## config.mk

```make
export PLATFORM = sky130hd
export DESIGN_NAME = vlearn_mode_sel
export DESIGN_NICKNAME = d
export VERILOG_FILES = /design/src/rtl/vlearn_pkg.sv /design/src/rtl/vlearn_match.sv /design/src/rtl/vlearn_ladder.sv /design/src/rtl/vlearn_lru.sv /design/src/rtl/vlearn_mode_sel.sv
export SDC_FILE = /design/constraint.sdc
export NUM_CORES = 1
export LEC_CHECK = 0
export ABC_CLOCK_PERIOD_IN_PS = 5000
export BUFFER_PORTS_ARGS = -buffer_cell sky130_fd_sc_hd__buf_2
export CAP_MARGIN = 40
export CELL_PAD_IN_SITES_DETAIL_PLACEMENT = 0
export CELL_PAD_IN_SITES_GLOBAL_PLACEMENT = 1
export CORE_ASPECT_RATIO = 1.25
export CORE_UTILIZATION = 40
export CTS_BUF_LIST = sky130_fd_sc_hd__clkbuf_4
export CTS_CLUSTER_DIAMETER = 150
export DETAILED_ROUTE_END_ITERATION = 8
export MAX_ROUTING_LAYER = met4
export PLACE_DENSITY_LB_ADDON = 0.1
export SETUP_SLACK_MARGIN = 0.05
export SKIP_CTS_REPAIR_TIMING = 1
export SLEW_MARGIN = 20
export SYNTH_ARGS = -nofsm -noshare
export SYNTH_HDL_FRONTEND = slang
export SYNTH_SLANG_ARGS = --single-unit
```

## constraint.sdc

```tcl
create_clock -name clk -period 5 [get_ports clk]
set_input_delay 1 -clock clk [delete_from_list [all_inputs] [get_ports clk]]
set_output_delay 1 -clock clk [all_outputs]
set_load 0.02 [all_outputs]
```

## src/rtl/vlearn_pkg.sv

```systemverilog
package vlearn_pkg;
  localparam int MODE_W = 3;
  localparam logic [MODE_W-1:0] MODE_PLAIN      = 3'd0;
  localparam logic [MODE_W-1:0] MODE_DELAY      = 3'd1;
  localparam logic [MODE_W-1:0] MODE_VPRED      = 3'd2;
  localparam logic [MODE_W-1:0] MODE_STALL_REL  = 3'd3;
  localparam logic [MODE_W-1:0] MODE_STALL_WAIT = 3'd4;
  localparam logic [MODE_W-1:0] MODE_TOP        = MODE_STALL_WAIT;
endpackage

```

## src/rtl/vlearn_match.sv

```systemverilog
module vlearn_match #(
  parameter int NENT   = 4,
  parameter int LINE_W = 16,
  parameter int IDX_W  = $clog2(NENT)
) (
  input  logic                         clk,
  input  logic                         rst_n,
  input  logic [NENT-1:0]              valid,
  input  logic [NENT-1:0][LINE_W-1:0]  tags,
  input  logic [LINE_W-1:0]            key,
  output logic [NENT-1:0]              hit_vec,
  output logic                         hit,
  output logic [IDX_W-1:0]             hit_idx
);
  genvar g;
  generate
    for (g = 0; g < NENT; g++) begin : g_cmp
      assign hit_vec[g] = valid[g] && (tags[g] == key);
    end
  endgenerate

  assign hit = |hit_vec;

  always_comb begin
    hit_idx = '0;
    for (int i = 0; i < NENT; i++)
      if (hit_vec[i]) hit_idx = IDX_W'(i);
  end

  AST_SINGLE_MATCH: assert property (@(posedge clk) disable iff (!rst_n)
    $onehot0(hit_vec));
endmodule

```

## src/rtl/vlearn_ladder.sv

```systemverilog
module vlearn_ladder
  import vlearn_pkg::*;
#(
  parameter int CNT_W  = 3,
  parameter int THRESH = 3
) (
  input  logic [MODE_W-1:0] mode_in,
  input  logic [CNT_W-1:0]  cnt_in,
  input  logic              sev,
  output logic [MODE_W-1:0] mode_out,
  output logic [CNT_W-1:0]  cnt_out
);
  localparam int SUM_W = CNT_W + 1;
  logic [SUM_W-1:0] sum;

  assign sum = {1'b0, cnt_in} + (sev ? SUM_W'(2) : SUM_W'(1));

  always_comb begin
    if (int'(sum) >= THRESH) begin
      mode_out = (mode_in == MODE_TOP) ? MODE_TOP : mode_in + 3'd1;
      cnt_out  = '0;
    end else begin
      mode_out = mode_in;
      cnt_out  = sum[CNT_W-1:0];
    end
  end
endmodule

```

## src/rtl/vlearn_lru.sv

```systemverilog
module vlearn_lru #(
  parameter int NENT  = 4,
  parameter int IDX_W = $clog2(NENT)
) (
  input  logic             clk,
  input  logic             rst_n,
  input  logic [NENT-1:0]  valid,
  input  logic             touch,
  input  logic [IDX_W-1:0] touch_idx,
  input  logic             touch_alloc,
  input  logic [NENT-1:0]  drop_vec,
  output logic [IDX_W-1:0] victim_idx
);
  logic [NENT-1:0][IDX_W-1:0] rank_q;
  logic [NENT-1:0][IDX_W-1:0] dec_n;
  logic [NENT-1:0]            oldest_vec;
  logic [IDX_W:0]             nvalid;
  logic [IDX_W:0]             ref_rank;
  logic                       full;
  logic                       found;

  always_comb begin
    nvalid = '0;
    for (int i = 0; i < NENT; i++) nvalid = nvalid + {{IDX_W{1'b0}}, valid[i]};
  end
  assign full = (int'(nvalid) == NENT);

  genvar g;
  generate
    for (g = 0; g < NENT; g++) begin : g_old
      assign oldest_vec[g] = valid[g] && (rank_q[g] == IDX_W'(NENT-1));
    end
  endgenerate

  always_comb begin
    victim_idx = '0;
    found      = 1'b0;
    for (int i = 0; i < NENT; i++) begin
      if (!found && (full ? oldest_vec[i] : !valid[i])) begin
        victim_idx = IDX_W'(i);
        found      = 1'b1;
      end
    end
  end

  assign ref_rank = touch_alloc ? nvalid : {1'b0, rank_q[touch_idx]};

  always_comb begin
    for (int i = 0; i < NENT; i++) begin
      dec_n[i] = '0;
      for (int j = 0; j < NENT; j++)
        if (drop_vec[j] && rank_q[j] < rank_q[i]) dec_n[i] = dec_n[i] + IDX_W'(1);
    end
  end

  always_ff @(posedge clk) begin
    if (!rst_n) begin
      rank_q <= '0;
    end else if (touch) begin
      for (int i = 0; i < NENT; i++) begin
        if (IDX_W'(i) == touch_idx)
          rank_q[i] <= '0;
        else if (valid[i] && ({1'b0, rank_q[i]} < ref_rank))
          rank_q[i] <= rank_q[i] + IDX_W'(1);
      end
    end else if (|drop_vec) begin
      for (int i = 0; i < NENT; i++) rank_q[i] <= rank_q[i] - dec_n[i];
    end
  end

  AST_ONE_OLDEST: assert property (@(posedge clk) disable iff (!rst_n)
    full |-> ($countones(oldest_vec) == 1));
endmodule

```

## src/rtl/vlearn_mode_sel.sv

```systemverilog
module vlearn_mode_sel
  import vlearn_pkg::*;
#(
  parameter int NENT   = 4,
  parameter int LINE_W = 16,
  parameter int CNT_W  = 3,
  parameter int THRESH = 3
) (
  input  logic              clk,
  input  logic              rst_n,
  input  logic              age_tick,
  input  logic              evt_valid,
  output logic              evt_ready,
  input  logic              evt_sev,
  input  logic [LINE_W-1:0] evt_line,
  input  logic [LINE_W-1:0] lk_line,
  output logic [MODE_W-1:0] lk_mode
);
  localparam int IDX_W = $clog2(NENT);

  logic [NENT-1:0]              valid_q;
  logic [NENT-1:0][LINE_W-1:0]  tag_q;
  logic [NENT-1:0][MODE_W-1:0]  mode_q;
  logic [NENT-1:0][CNT_W-1:0]   cnt_q;

  logic                         evt_fire;
  logic [NENT-1:0]              ev_vec, lk_vec, drop_vec;
  logic                         ev_hit, lk_hit;
  logic [IDX_W-1:0]             ev_idx, lk_idx, victim_idx, slot;
  logic [MODE_W-1:0]            cur_mode, nxt_mode;
  logic [CNT_W-1:0]             cur_cnt, nxt_cnt;

  assign evt_ready = !age_tick;
  assign evt_fire  = evt_valid && evt_ready;

  vlearn_match #(.NENT(NENT), .LINE_W(LINE_W), .IDX_W(IDX_W)) u_ev_match (
    .clk(clk), .rst_n(rst_n), .valid(valid_q), .tags(tag_q), .key(evt_line),
    .hit_vec(ev_vec), .hit(ev_hit), .hit_idx(ev_idx));

  vlearn_match #(.NENT(NENT), .LINE_W(LINE_W), .IDX_W(IDX_W)) u_lk_match (
    .clk(clk), .rst_n(rst_n), .valid(valid_q), .tags(tag_q), .key(lk_line),
    .hit_vec(lk_vec), .hit(lk_hit), .hit_idx(lk_idx));

  assign lk_mode = lk_hit ? mode_q[lk_idx] : MODE_PLAIN;

  assign slot     = ev_hit ? ev_idx : victim_idx;
  assign cur_mode = ev_hit ? mode_q[ev_idx] : MODE_PLAIN;
  assign cur_cnt  = ev_hit ? cnt_q[ev_idx] : '0;

  vlearn_ladder #(.CNT_W(CNT_W), .THRESH(THRESH)) u_ladder (
    .mode_in(cur_mode), .cnt_in(cur_cnt), .sev(evt_sev),
    .mode_out(nxt_mode), .cnt_out(nxt_cnt));

  genvar g;
  generate
    for (g = 0; g < NENT; g++) begin : g_drop
      assign drop_vec[g] = age_tick && valid_q[g] && (mode_q[g] == MODE_PLAIN);
    end
  endgenerate

  vlearn_lru #(.NENT(NENT), .IDX_W(IDX_W)) u_lru (
    .clk(clk), .rst_n(rst_n), .valid(valid_q), .touch(evt_fire),
    .touch_idx(slot), .touch_alloc(!ev_hit), .drop_vec(drop_vec),
    .victim_idx(victim_idx));

  always_ff @(posedge clk) begin
    if (!rst_n) begin
      valid_q <= '0;
      tag_q   <= '0;
      mode_q  <= '0;
      cnt_q   <= '0;
    end else if (age_tick) begin
      for (int i = 0; i < NENT; i++) begin
        if (valid_q[i]) begin
          if (mode_q[i] == MODE_PLAIN) valid_q[i] <= 1'b0;
          else mode_q[i] <= mode_q[i] - 3'd1;
          cnt_q[i] <= '0;
        end
      end
    end else if (evt_fire) begin
      valid_q[slot] <= 1'b1;
      tag_q[slot]   <= evt_line;
      mode_q[slot]  <= nxt_mode;
      cnt_q[slot]   <= nxt_cnt;
    end
  end

  generate
    for (g = 0; g < NENT; g++) begin : g_chk
      AST_STEP_UP_ONE: assert property (@(posedge clk) disable iff (!rst_n)
        ($past(evt_fire) && $past(valid_q[g]) && valid_q[g] && (tag_q[g] == $past(tag_q[g])))
        |-> ((mode_q[g] == $past(mode_q[g])) || (mode_q[g] == $past(mode_q[g]) + 3'd1)));
      AST_AGE_STEP_DOWN: assert property (@(posedge clk) disable iff (!rst_n)
        ($past(age_tick) && $past(valid_q[g]) && ($past(mode_q[g]) != MODE_PLAIN))
        |-> (valid_q[g] && (mode_q[g] == $past(mode_q[g]) - 3'd1) && (cnt_q[g] == '0)));
      AST_AGE_DROP: assert property (@(posedge clk) disable iff (!rst_n)
        ($past(age_tick) && $past(valid_q[g]) && ($past(mode_q[g]) == MODE_PLAIN))
        |-> !valid_q[g]);
      AST_MODE_CAP: assert property (@(posedge clk) disable iff (!rst_n)
        valid_q[g] |-> (mode_q[g] <= MODE_TOP));
    end
  endgenerate

  AST_TICK_BLOCKS: assert property (@(posedge clk) disable iff (!rst_n)
    (age_tick && evt_valid && !$past(age_tick)) |=> $stable(tag_q));
endmodule

```

# Word level (Yosys, flattened, before mapping)
# Index checks and enable logic that the tools add are counted.
# W data, S select, Z words.
# totals
regBits	100
input_bits	37
out_inout_bits	4
elab_cells	272
# op_classes
n_addsub	29
n_lt_le_gt_ge	25
n_eq_ne	29
mux	94
bitwise	2
n_reduce_logical	76
# ops
op	n
$eq A16 B16 Y1	8
$mux W3	23
$bwmux W64	1
$mux W2	29
$mux W12	4
$logic_and A1 B1 Y1	45
$demux W16 S2	1
$lt A2 B2 Y1	16
$add A2 B1 Y2 const B	12
$bwmux W12	2
$mux W1	23
$bmux W3 S2	3
$reduce_and A2 Y1	9
$mux W16	1
$mux W8	2
$logic_not A3 Y1	4
$lt A2 B3 Y1	4
$ne A3 B1 Y1 const B	4
$reduce_and A3 Y1	4
$reduce_or A4 Y1	3
$sub A3 B1 Y3 const B	4
$lt A2 B3 Y1 const B	3
$add A1 B1 Y2 const B	4
$eq A2 B2 Y1 const B	4
21 further kinds	42

# Logic depth before layout (Yosys ltp)
# Gate-level depths: netlist of the first run.
# depth
ltp_word	24
depth_mapped	19
ltp_nobuf	18

# Modules after synthesis
# A second synthesis of the first run with hierarchy kept.
# unflattened
cells_unflattened	952
area_unflattened_um2	7686.1
# modules_own_cells
module	instances	cells_each	area_each_um2	seq_area_each_um2
vlearn_mode_sel	1	497	4081.4	1841.8
vlearn_lru	1	232	1749.2	160.2
vlearn_match	2	100	822.0	0.0
vlearn_ladder	1	23	211.5	0.0

# Worst setup path before layout of the first run
# OpenSTA, ideal clock, no wires.
# synth_timing
kind	input-to-reg
startpoint	input port evt_line[5]
endpoint	register mode_q[2] (netlist bit)
setup_time_ps	141
arrival_ps	4410
setup_slack_ps	448
path_stages	15
n_path_buf	1
cell_sequence	buf_6 > xor2_1 > or3_4 > or4_4 > nor2_1 > a21oi_1 > a21oi_1 > o21ai_0 > ha_1 > inv_1 > fa_1 > nor2b_1 > a21oi_2 > nor4b_1 > o32ai_1
# synth_between
elab_chain_len	14
# synth_rtl
element	line	rtl
start: declaration	vlearn_mode_sel.sv:15	input logic [LINE_W-1:0] evt_line,
$eq A16 B16 Y1	vlearn_match.sv:18	assign hit_vec[g] = valid[g] && (tags[g] == key);
$logic_and A1 B1 Y1	vlearn_match.sv:18	
$mux W1	vlearn_match.sv:27	if (hit_vec[i]) hit_idx = IDX_W'(i);
$mux W2 (2 in series)	vlearn_match.sv:27	
$bmux W3 S2, on equally long branches	vlearn_mode_sel.sv:48, vlearn_mode_sel.sv:47	
$mux W3, on equally long branches (2 in series)	vlearn_mode_sel.sv:48, vlearn_mode_sel.sv:47	
$add A3 B4 Y4, or another cell as far along	vlearn_ladder.sv:16	assign sum = {1'b0, cnt_in} + (sev ? SUM_W'(2) : SUM_W'(1));
$ge A4 B2 Y1 / $mux W3 (equally long branches)	vlearn_ladder.sv:19, vlearn_ladder.sv:20	
$mux W3	vlearn_ladder.sv:19	if (int'(sum) >= THRESH) begin
$bwmux W12 *	vlearn_mode_sel.sv:83	mode_q[slot] <= nxt_mode;
$mux W12 *	vlearn_mode_sel.sv:80	end else if (evt_fire) begin
$mux W12 *	vlearn_mode_sel.sv:72	end else if (age_tick) begin
end signal: indexed assignment	vlearn_mode_sel.sv:76	else mode_q[i] <= mode_q[i] - 3'd1;
end signal: indexed assignment	vlearn_mode_sel.sv:83	
end: declaration	vlearn_mode_sel.sv:23	logic [NENT-1:0][MODE_W-1:0] mode_q;
# Mark *: on every way between the ends. The rest lies on a longest branch, timed or not. The select of a mux whose other input is x is not followed.
# A chain may end at the register's enable or synchronous reset.

# Worst setup path in the final report of the first run
# layout_timing
startpoint	register valid_q[0]
endpoint	register u_lru.rank_q[5] (netlist bit)
# layout_between
elab_chain_len	23
# layout_rtl
element	line	rtl
start: declaration	vlearn_mode_sel.sv:21	logic [NENT-1:0] valid_q;
start signal: assignment	vlearn_mode_sel.sv:68	valid_q <= '0;
start signal: indexed assignment	vlearn_mode_sel.sv:75	if (mode_q[i] == MODE_PLAIN) valid_q[i] <= 1'b0;
start signal: indexed assignment	vlearn_mode_sel.sv:81	valid_q[slot] <= 1'b1;
$add A1 B1 Y2	vlearn_lru.sv:24	for (int i = 0; i < NENT; i++) nvalid = nvalid + {{IDX_W{1'b0}}, valid[i]};
$add A3 B1 Y3 (2 in series)	vlearn_lru.sv:24	
$eq A3 B3 Y1	vlearn_lru.sv:26	assign full = (int'(nvalid) == NENT);
$mux W1 (2 in series)	vlearn_lru.sv:39	if (!found && (full ? oldest_vec[i] : !valid[i])) begin
$logic_not A1 Y1	vlearn_lru.sv:39	
$logic_and A1 B1 Y1	vlearn_lru.sv:39	
$mux W1	vlearn_lru.sv:39	
$logic_not A1 Y1	vlearn_lru.sv:39	
[5 not listed]	--	
$mux W2	vlearn_mode_sel.sv:46	assign slot = ev_hit ? ev_idx : victim_idx;
$bmux W2 S2	vlearn_lru.sv:46	assign ref_rank = touch_alloc ? nvalid : {1'b0, rank_q[touch_idx]};
$mux W2 (not written as such)	vlearn_lru.sv:46	
$mux W3	vlearn_lru.sv:46	
$lt A2 B3 Y1	vlearn_lru.sv:63	else if (valid[i] && ({1'b0, rank_q[i]} < ref_rank))
$logic_and A1 B1 Y1	vlearn_lru.sv:63	
$ne A3 B1 Y1 (no line)	--	
$reduce_and A2 Y1 (no line)	--	
end signal: indexed assignment	vlearn_lru.sv:64	rank_q[i] <= rank_q[i] + IDX_W'(1);
end: declaration	vlearn_lru.sv:14	logic [NENT-1:0][IDX_W-1:0] rank_q;
# Parallel ways exist; a longest one is shown, timed or not. The select of a mux whose other input is x is not followed.

==> flow_summary.yaml, run 1 <==
route:
  drcViolationCount: 0
  first_iter_violations: 363
  via_count: 7312
  firstDrtPassIters: 5
  vias_per_cell: 5.79
  avgRoutedWirePerCell_um: 22.0
  ant_nets: 0
  routed_wl_um: 27800
critical_path:
  critPathCaptureType: "flop"
  slowest_stage: "a211o_2"
  cpMostUsedCell: "ha_1"
  crit_family: "compound AO/OA/AOI/OAI gates"
  r2r_start: "valid_q[0]"
  timing.rr.end: "u_lru.rank_q[5]"
  crit_buf_inv: 0
  regToRegSetupSlack_ns: 0.28
  cp.required_ns: 5.40
  reg2reg_depth: 17
  cp_max_fo: 10
  crit_path_cell_trace: "ha_1 -> fa_1 -> ha_1 -> nor3b_4 -> mux2i_1 -> or3_1 -> o211a_1 -> a211o_2 -> a211oi_1 -> a21oi_1 -> mux2i_2 -> ha_1 -> nor2_1 -> o21a_1 -> o31a_1 -> o211ai_1 -> o41ai_2"
  critical_path_class: "flop to flop"
  critPathLaunchType: "flop"
  cp.arrival_ns: 5.12
  slowest_delay_ns: 0.45
yosys:
  ys.flop_type: "dfxtp_1"
  yosysSeqAreaShare_pct: 25.7
  synth.cell_area_sq_um: 7790
  yosys_register_bits: 100
  post-synth-top-count-cell: "nand2_1"
  async_flop_share_pct: 0
  synth.area.top_cells: "dfxtp_1 26%, xnor2_1 12%, ha_1 7.4%"
  syn_nets: 1085
  synth_edf_count: 0
  yosys.area.top_type_share_pct: 25.7
  synth_area_leader_cell: "dfxtp_1"
  synth_cells: 1000
  yosys_warnings: 0
  yosysUniqueCellTypes: 72
  syn_area_per_cell_sq_um: 7.79
  netlist_top_cells_count: "139 x nand2_1, 105 x xnor2_1, 100 x dfxtp_1"
timing:
  skew_ns: 0.0115
  setup_viol: 0
  fmax_ghz: 0.212
  tightestPinTransition_ns: 0.802
  setup_total_negative_slack_ns: 0
  slew_headroom_pct: 45.8
  slew_viol_final: 0
  rsz0062_at_grt: "no"
  hold_viol_final: 0
  fin_crit_sh_pct: 94.3
  min_period_ns: 4.72
layout:
  drive_gt1_share_pct: 10.9
  fill_cells: 2025
  instances_no_fill: 1262
  syn2layout_area_growth_pct: 8.00
  num-nets-final: 1110
floorplanning:
  initial_core_util_pct: 41.2
  die-area_sq_um: 20000
  core_sq_um: 18900
  ioPinCount: 41
  die_h_um: 158
  fp.dieW_um: 127
  placementRows: 56
cts:
  cts_buffers: 9
  path_clk_slew_ns: 0.17
  root_buffer: "clkbuf_4"
  cts_tree: "built"
  h-tree-depth: 3
  clockBufferDepth: 2
  cts.sinks: 100
  clk_latency_ns: 0.51
hold_path:
  holdPathStages: 2
  whs_endpoint: "cnt_q[5]"
  hp-start: "cnt_q[5]"
  hold_class: "flop to flop"
global_route:
  grt_util_all_layers_pct: 29.5
  antenna_found_initial: 1
  grt_pass1_wl_um: 42700
  grt_max_degree: 56
  overflow: 0
  grt_pass1_vias: 7199
outcome:
  status: "completed"
power:
  powerDensity_nw_per_um2: 183
  ir_worst_vdd_mv: 0.104
  leakage_nw: 3.30
flow_run:
  max_cap_violations: 0
placement:
  dp_hpwl_um: 21900
  post-place-cells: 1245
  place_congestion: 0.983
  port_buffers: 40
[placed cells by master, fill, tap and decap left out, types with 10 or more instances in the layout]
master / Yosys / layout
dfxtp_1: 100 / 100
nor2_1: 71 / 71
xor2_1: 35 / 35
nor3_1: 10 / 10
ha_1: 46 / 46
o21ai_0: 32 / 32
buf_4: 0 / 36
nor4_1: 17 / 16
a21oi_1: 72 / 72
nand2_1: 139 / 139
or3_1: 12 / 12
nand3_1: 32 / 32
buf_2: 22 / 41
mux2i_1: 44 / 43
xnor2_1: 105 / 105
nand4_1: 28 / 28
inv_1: 52 / 52
[sequential cells by signal, indices dropped and copies added, names as in the netlist]
name and count:
mode_q 12, valid_q 4, cnt_q 12, tag_q 64, u_lru.rank_q 8
[how the worst max path moves through the flow]
| stage | from | endpoint | slack, ns | cells after the start |
|---|---|---|---|---|
| 6_report | valid_q[0] | u_lru.rank_q[5] | 0.28 | 17 |
| 2_1_floorplan | evt_line[5] | mode_q[2] | 0.45 | 15 |
| 5_1_grt | valid_q[0] | u_lru.rank_q[5] | 0.04 | 17 |
| 4_1_cts | valid_q[0] | u_lru.rank_q[5] | 0.13 | 16 |
| 3_3_place_gp | evt_line[12] | mode_q[2] | 0.05 | 15 |
| 3_5_place_dp | evt_line[12] | mode_q[2] | 0.008 | 15 |
[worst reg2reg max path, delay by kind of cell, from the launching register on]
family	cells	cell delay [ns]
muxes	2	0.44
AOI/OAI and AO/OA	8	1.77
and+or+nand+nor	3	0.78
adders and majority gates	4	1.25
DFF	1	0.35
[cell type report]
| type | count | area [sq um] | share of cell area, % |
|---|---|---|---|
| inverters | 54 | 203 | 2.41 |
| clock inverters | 6 | 48.8 | 0.580 |
| multi-input cells | 783 | 5320 | 63.3 |
| repair buffers | 77 | 475 | 5.65 |
| flip-flops and latches | 100 | 2000 | 23.8 |
| diodes | 1 | 2.50 | 0.0298 |
| well taps | 232 | 290 | 3.45 |
| clock buffers | 9 | 67.6 | 0.803 |
[metal layers]
layer	routed length, um	track usage [%]	part of all wire [%]
met1	11700	34.5	42
met2	13400	50.3	48
met3	1130	2.91	4.1
met4	1470	15.7	5.3
met5	0	-	0
[power breakdown]
part / internal (W) / total, W / switching [W]
sequential: 0.000811 / 0.000831 / 0.0000196
combinational: 0.000107 / 0.000286 / 0.000179
clock: 0.000106 / 0.000422 / 0.000316
[cells by family after synthesis]
family          count (synthesis)  synth area share [%]
xor+xnor                      140                  15.7
compound gates                194                  16.4
mux                            44                  5.66
fa+ha+maj                      48                  7.90
buf+inv                       117                  6.28
flops                         100                  25.7
simple gates                  357                  22.3
[through the flow]
stage / utilization, % / total power [W] / setup WS (ns) / area (sq um) / hold slack, ns
after floorplan: - / 0.00104 / 0.448 / 7790 / 0.405
after global placement: 43.7 / 0.00113 / 0.0507 / 8260 / 0.420
after detailed placement: 43.7 / 0.00113 / 0.00825 / 8270 / 0.419
after CTS: 44.3 / 0.00155 / 0.127 / 8380 / 0.442
after global routing: 44.5 / 0.00160 / 0.0411 / 8410 / 0.480
final: 44.5 / 0.00154 / 0.283 / 8410 / 0.444
(Power assumes the default switching activity.)
==> run 2, diff against run 1 <==
--- a/config.mk
+++ b/config.mk
@@ -11,12 +11,13 @@
 export CELL_PAD_IN_SITES_DETAIL_PLACEMENT = 0
 export CELL_PAD_IN_SITES_GLOBAL_PLACEMENT = 1
 export CORE_ASPECT_RATIO = 1.25
-export CORE_UTILIZATION = 40
+export CORE_UTILIZATION = 48
 export CTS_BUF_LIST = sky130_fd_sc_hd__clkbuf_4
 export CTS_CLUSTER_DIAMETER = 150
 export DETAILED_ROUTE_END_ITERATION = 8
 export MAX_ROUTING_LAYER = met4
 export PLACE_DENSITY_LB_ADDON = 0.1
+export RECOVER_POWER = 50
 export SETUP_SLACK_MARGIN = 0.05
 export SKIP_CTS_REPAIR_TIMING = 1
 export SLEW_MARGIN = 20
==> flow_summary.yaml, run 2 (synthesis results as in run 1) <==
timing:
  fin_crit_sh_pct: 93.9
  worst_slack_ns: 0.306
  setup_viol: 0
  tightestPinTransition_ns: 1.17
  slew_viol_final: 0
  skew_ns: 0.0190
  rsz0062_at_grt: "no"
  hold_viol_final: 0
  slew_headroom_pct: 22.1
  setup_total_negative_slack_ns: 0
  min_period_ns: 4.69
  fmax_ghz: 0.213
critical_path:
  critical_path_class: "flop to flop"
  r2r_start: "valid_q[0]"
  critPathCaptureType: "flop"
  cp.required_ns: 5.39
  regToRegSetupSlack_ns: 0.31
  reg2reg_depth: 14
  timing.rr.end: "mode_q[10]"
  cp.arrival_ns: 5.08
  cp_max_fo: 15
  critPathLaunchType: "flop"
placement:
  place_congestion: 0.991
  post-place-cells: 1222
  place_area_sq_um: 8230
  port_buffers: 40
  dp_slack_ns: 0.0745
  dp_hpwl_um: 20700
layout:
  syn2layout_area_growth_pct: 7.07
  largest_reg_flops: 64
  final_area_sq_um: 8340
  fill_cells: 1640
  drive_gt1_share_pct: 9.75
  num-nets-final: 1106
  reg_top3: "tag_q x64, cnt_q x12, mode_q x12"
  layout_commonest_cell: "nand2_1"
  fin_util_pct: 53.1
  instances_no_fill: 1239
  final_cell_mix: "139 x nand2_1, 105 x xnor2_1, 100 x dfxtp_1"
  largest_register: "tag_q"
global_route:
  antenna_found_initial: 1
  grt_pass1_vias: 7025
  grt_max_degree: 43
  grt_util_all_layers_pct: 34.1
  overflow: 0
  grt_pass1_wl_um: 40600
power:
  leakage_nw: 3.26
  share_seq_of_total_power_pct: 53.7
  p_comb_share_pct: 18.2
  pwr-share-clk_pct: 28.1
  ir_worst_vdd_mv: 0.138
  p_int_w: 0.00104
  swShare_pct: 32.9
  powerDensity_nw_per_um2: 186
  p_switching_w: 0.000509
route:
  avgRoutedWirePerCell_um: 21.4
  routed_wl_um: 26500
  drcViolationCount: 0
  firstDrtPassIters: 5
  first_iter_violations: 430
  via_count: 7275
  vias_per_cell: 5.87
  ant_nets: 0
cts:
  root_buffer: "clkbuf_4"
  cts_buffers: 9
  h-tree-depth: 3
  cts_tree: "built"
  clk_latency_ns: 0.51
  path_clk_slew_ns: 0.16
  cts.sinks: 100
  clockBufferDepth: 2
floorplanning:
  die-area_sq_um: 16700
  placementRows: 51
  fp.dieW_um: 116
  initial_core_util_pct: 49.6
  ioPinCount: 41
  core_sq_um: 15700
  die_h_um: 144
hold_path:
  hold_class: "flop to flop"
  whs_endpoint: "cnt_q[5]"
  holdPathStages: 2
  hp-start: "cnt_q[5]"
outcome:
  status: "completed"
flow_run:
  max_cap_violations: 0
run 2: final cells by class:
| type | count | area (sq um) | share of cell area, % |
|---|---|---|---|
| Timing Repair Buffer | 73 | 437 | 5.24 |
| Tap cell | 212 | 265 | 3.18 |
| Inverter | 54 | 203 | 2.43 |
| Clock inverter | 5 | 43.8 | 0.525 |
| Clock buffer | 11 | 82.6 | 0.990 |
| Antenna cell | 1 | 2.50 | 0.0300 |
| Multi-Input combinational cell | 783 | 5300 | 63.6 |
| Sequential cell | 100 | 2000 | 24.0 |
run 2: power by group through the flow:
stage | clock [W] | sequential (W) | combinational (W)
global placement | 0 | 0.000848 | 0.000277
CTS | 0.000444 | 0.000831 | 0.000280
finish | 0.000434 | 0.000831 | 0.000281
floorplan | 0 | 0.000841 | 0.000201
global route | 0.000470 | 0.000833 | 0.000303
detailed placement | 0 | 0.000848 | 0.000279
run 2: worst max-delay path by stage:
stage                           start               to  slack (ns)  cells past startpoint
final                      valid_q[0]       mode_q[10]        0.31                     14
after global routing       valid_q[0]  u_lru.rank_q[1]        0.08                     18
after CTS                  valid_q[0]  u_lru.rank_q[5]        0.30                     16
after detailed placement  evt_line[5]        mode_q[7]        0.07                     15
after global placement    evt_line[5]        mode_q[2]        0.18                     15
after floorplan           evt_line[5]        mode_q[2]        0.45                     15
run 2: worst max-delay path, stage by stage, from the launching register on:
cell      delay, ns
dfxtp_1        0.35
ha_1           0.31
fa_1           0.38
ha_1           0.34
nor3b_4        0.35
mux2i_1        0.14
or3_1          0.45
o211a_1        0.18
a211o_1        0.39
clkbuf_1       0.21
nand3_1        0.16
clkbuf_1       0.88
a31oi_1        0.22
o21ai_0        0.12
o21ai_0        0.10
run 2: metal layers:
layer	global-route usage [%]	wire (um)	up-vias	share of wire [%]
li1	-	-	3525	-
met4	18.5	1450	0	5.5
met5	-	0	-	0
met3	3.77	1210	82	4.6
met2	57.4	12800	225	48
met1	39.6	11000	3443	42
run 2: per-stage QoR:
| step | hold WS (ns) | total power, W |
|---|---|---|
| 2_1_floorplan | 0.405 | 0.00104 |
| 4_1_cts | 0.445 | 0.00155 |
| 3_3_place_gp | 0.420 | 0.00112 |
| 3_5_place_dp | 0.426 | 0.00113 |
| 6_report | 0.445 | 0.00155 |
| 5_1_grt | 0.456 | 0.00161 |
==> run 3, diff against run 2 <==
--- a/config.mk
+++ b/config.mk
@@ -5,13 +5,14 @@
 export SDC_FILE = /design/constraint.sdc
 export NUM_CORES = 1
 export LEC_CHECK = 0
+export ABC_AREA = 1
 export ABC_CLOCK_PERIOD_IN_PS = 5000
 export BUFFER_PORTS_ARGS = -buffer_cell sky130_fd_sc_hd__buf_2
 export CAP_MARGIN = 40
 export CELL_PAD_IN_SITES_DETAIL_PLACEMENT = 0
 export CELL_PAD_IN_SITES_GLOBAL_PLACEMENT = 1
 export CORE_ASPECT_RATIO = 1.25
-export CORE_UTILIZATION = 48
+export CORE_UTILIZATION = 45
 export CTS_BUF_LIST = sky130_fd_sc_hd__clkbuf_4
 export CTS_CLUSTER_DIAMETER = 150
 export DETAILED_ROUTE_END_ITERATION = 8
==> flow_summary.yaml, run 3 <==
placement:
  dp_hpwl_um: 26400
  place_congestion: 1.08
  port_buffers: 40
  post-place-cells: 1565
yosys:
  netlist_top_cells_count: "329 x nand2_1, 157 x inv_1, 129 x nor2_1"
  synth_cells: 1327
  yosys_register_bits: 100
  async_flop_share_pct: 0
  yosys-mux-area-fraction_pct: 0
  synth_xor_area_share_pct: 4.90
  synth_edf_count: 0
  synth_compound_area_share_pct: 20.1
  yosys.area.top_type_share_pct: 24.3
  ys.flop_type: "dfxtp_1"
  syn_area_per_cell_sq_um: 6.20
  synth_top_family_by_area: "simple AND/OR/NAND/NOR gates"
  yosysUniqueCellTypes: 49
  synth.area.top_cells: "dfxtp_1 24%, nand2_1 15%, inv_1 7.2%"
  synth.cell_area_sq_um: 8230
  post-synth-top-count-cell: "nand2_1"
  yosys_warnings: 0
  syn_nets: 1412
  synth_area_leader_cell: "dfxtp_1"
  synthAdderAreaFrac_pct: 7.48
  yosysSeqAreaShare_pct: 24.3
  synth-simple-area-share_pct: 32.6
global_route:
  grt_util_all_layers_pct: 38.6
  overflow: 0
  antenna_found_initial: 1
  grt_pass1_vias: 8852
  grt_max_degree: 84
  grt_pass1_wl_um: 51800
timing:
  tightestPinTransition_ns: 0.910
  rsz0062_at_grt: "no"
  skew_ns: 0.0319
  min_period_ns: 4.51
  setup_viol: 0
  slew_viol_final: 0
  setup_total_negative_slack_ns: 0
  fmax_ghz: 0.222
  fin_crit_sh_pct: 90.1
  hold_viol_final: 0
  slew_headroom_pct: 39.3
flow_run:
  max_cap_violations: 0
route:
  avgRoutedWirePerCell_um: 21.6
  routed_wl_um: 34200
  first_iter_violations: 669
  vias_per_cell: 5.81
  ant_nets: 0
  drcViolationCount: 0
  via_count: 9199
  firstDrtPassIters: 5
floorplanning:
  die_h_um: 153
  ioPinCount: 41
  fp.dieW_um: 123
  die-area_sq_um: 18800
  core_sq_um: 17700
  initial_core_util_pct: 46.5
  placementRows: 54
power:
  leakage_nw: 3.92
  finalPower_w: 0.00178
  powerDensity_nw_per_um2: 204
  ir_worst_vdd_mv: 0.116
layout:
  largest_reg_flops: 64
  largest_register: "tag_q"
  final_cell_mix: "330 x nand2_1, 160 x inv_1, 133 x nor2_1"
  syn2layout_area_growth_pct: 6.31
  multi_input_area_sq_um: 5330
  area.sequential_sq_um: 2000
  drive_gt1_share_pct: 8.91
  num-nets-final: 1438
  reg_top3: "tag_q x64, cnt_q x12, mode_q x12"
  instances_no_fill: 1583
  layout_commonest_cell: "nand2_1"
  fill_cells: 1962
cts:
  cts_buffers: 9
  h-tree-depth: 3
  clk_latency_ns: 0.51
  path_clk_slew_ns: 0.18
  root_buffer: "clkbuf_4"
  cts.sinks: 100
  cts_tree: "built"
  clockBufferDepth: 2
critical_path:
  cp.arrival_ns: 3.51
  critPathCaptureType: "output port"
  regToRegSetupSlack_ns: 0.70
  cp.required_ns: 4.00
  critical_path_class: "primary input to output port"
  critPathLaunchType: "primary input"
  cp_max_fo: 6
outcome:
  status: "completed"
hold_path:
  hold_class: "flop to flop"
==> run 3: changes by cell type after synthesis, moves of 10 or more <==
cell	previous run	this run
inv_1	52	157
o21ai_0	32	108
mux2i_1	44	0
buf_2	22	12
xnor2_1	105	26
or3_1	12	0
clkbuf_1	35	19
o22ai_1	9	25
nand2_1	139	329
nor2_1	71	129
a21oi_1	72	113
xor2_1	35	20
nand3_1	32	64
inv_2	1	27
==> run 3: where the power goes <==
part	leakage, nW	total (W)	internal (W)	switching (W)
Clock	0.0726	0.000494	0.000161	0.000333
Sequential	0.811	0.000853	0.000821	0.0000312
Combinational	3.04	0.000434	0.000137	0.000297
==> run 3: stage by stage <==
step	instance area, sq um	setup WS, ns	util, %	hold WS, ns
global placement	8620	0.405	48.7	0.435
floorplan	8230	1.11	-	0.414
global route	8740	0.162	49.4	0.489
finish	8740	0.495	49.4	0.462
CTS	8770	0.654	49.5	0.462
detailed placement	8620	0.395	48.7	0.441
==> run 3: routing by layer <==
layer,global-route usage (%),up-vias,share of wire [%]
li1,-,4423,-
met1,43.4,4243,39
met2,62.9,404,47
met3,6.46,129,6.7
met4,23.5,0,7.1
met5,-,-,0
==> run 3: worst paths after layout <==
kind,start,end,cells after the start
hold reg to reg,cnt_q[8],cnt_q[8],2
setup reg to reg,valid_q[0],u_lru.rank_q[6],24
hold / removal,cnt_q[8],cnt_q[8],2
setup / recovery,lk_line[5],lk_mode[2],12
==> run 3: worst max-delay path, cell delays in order <==
cell	delay [ns]
buf_2	0.16
inv_1	0.14
nor2_1	0.06
nor3_1	0.34
nand3_1	0.16
a211oi_1	0.33
nand4_1	0.37
nand2b_1	0.27
nand2_1	0.17
a221oi_1	0.12
nor3b_1	0.19
buf_2	0.19
==> run 3: cell type report <==
class | count | area share (%)
inverter | 185 | 7.94
clock buffer | 9 | 0.773
tap | 224 | 3.21
multi-input combinational | 1004 | 60.9
timing repair buffer | 53 | 3.31
clock inverter | 7 | 0.959
antenna | 1 | 0.0286
sequential | 100 | 22.9
==> run 3: kinds of logic after synthesis <==
| kind of cell | count (synthesis) |
|---|---|
| compound gates | 294 |
| buf+inv | 223 |
| fa+ha+maj | 48 |
| simple gates | 616 |
| xor+xnor | 46 |
| flops | 100 |
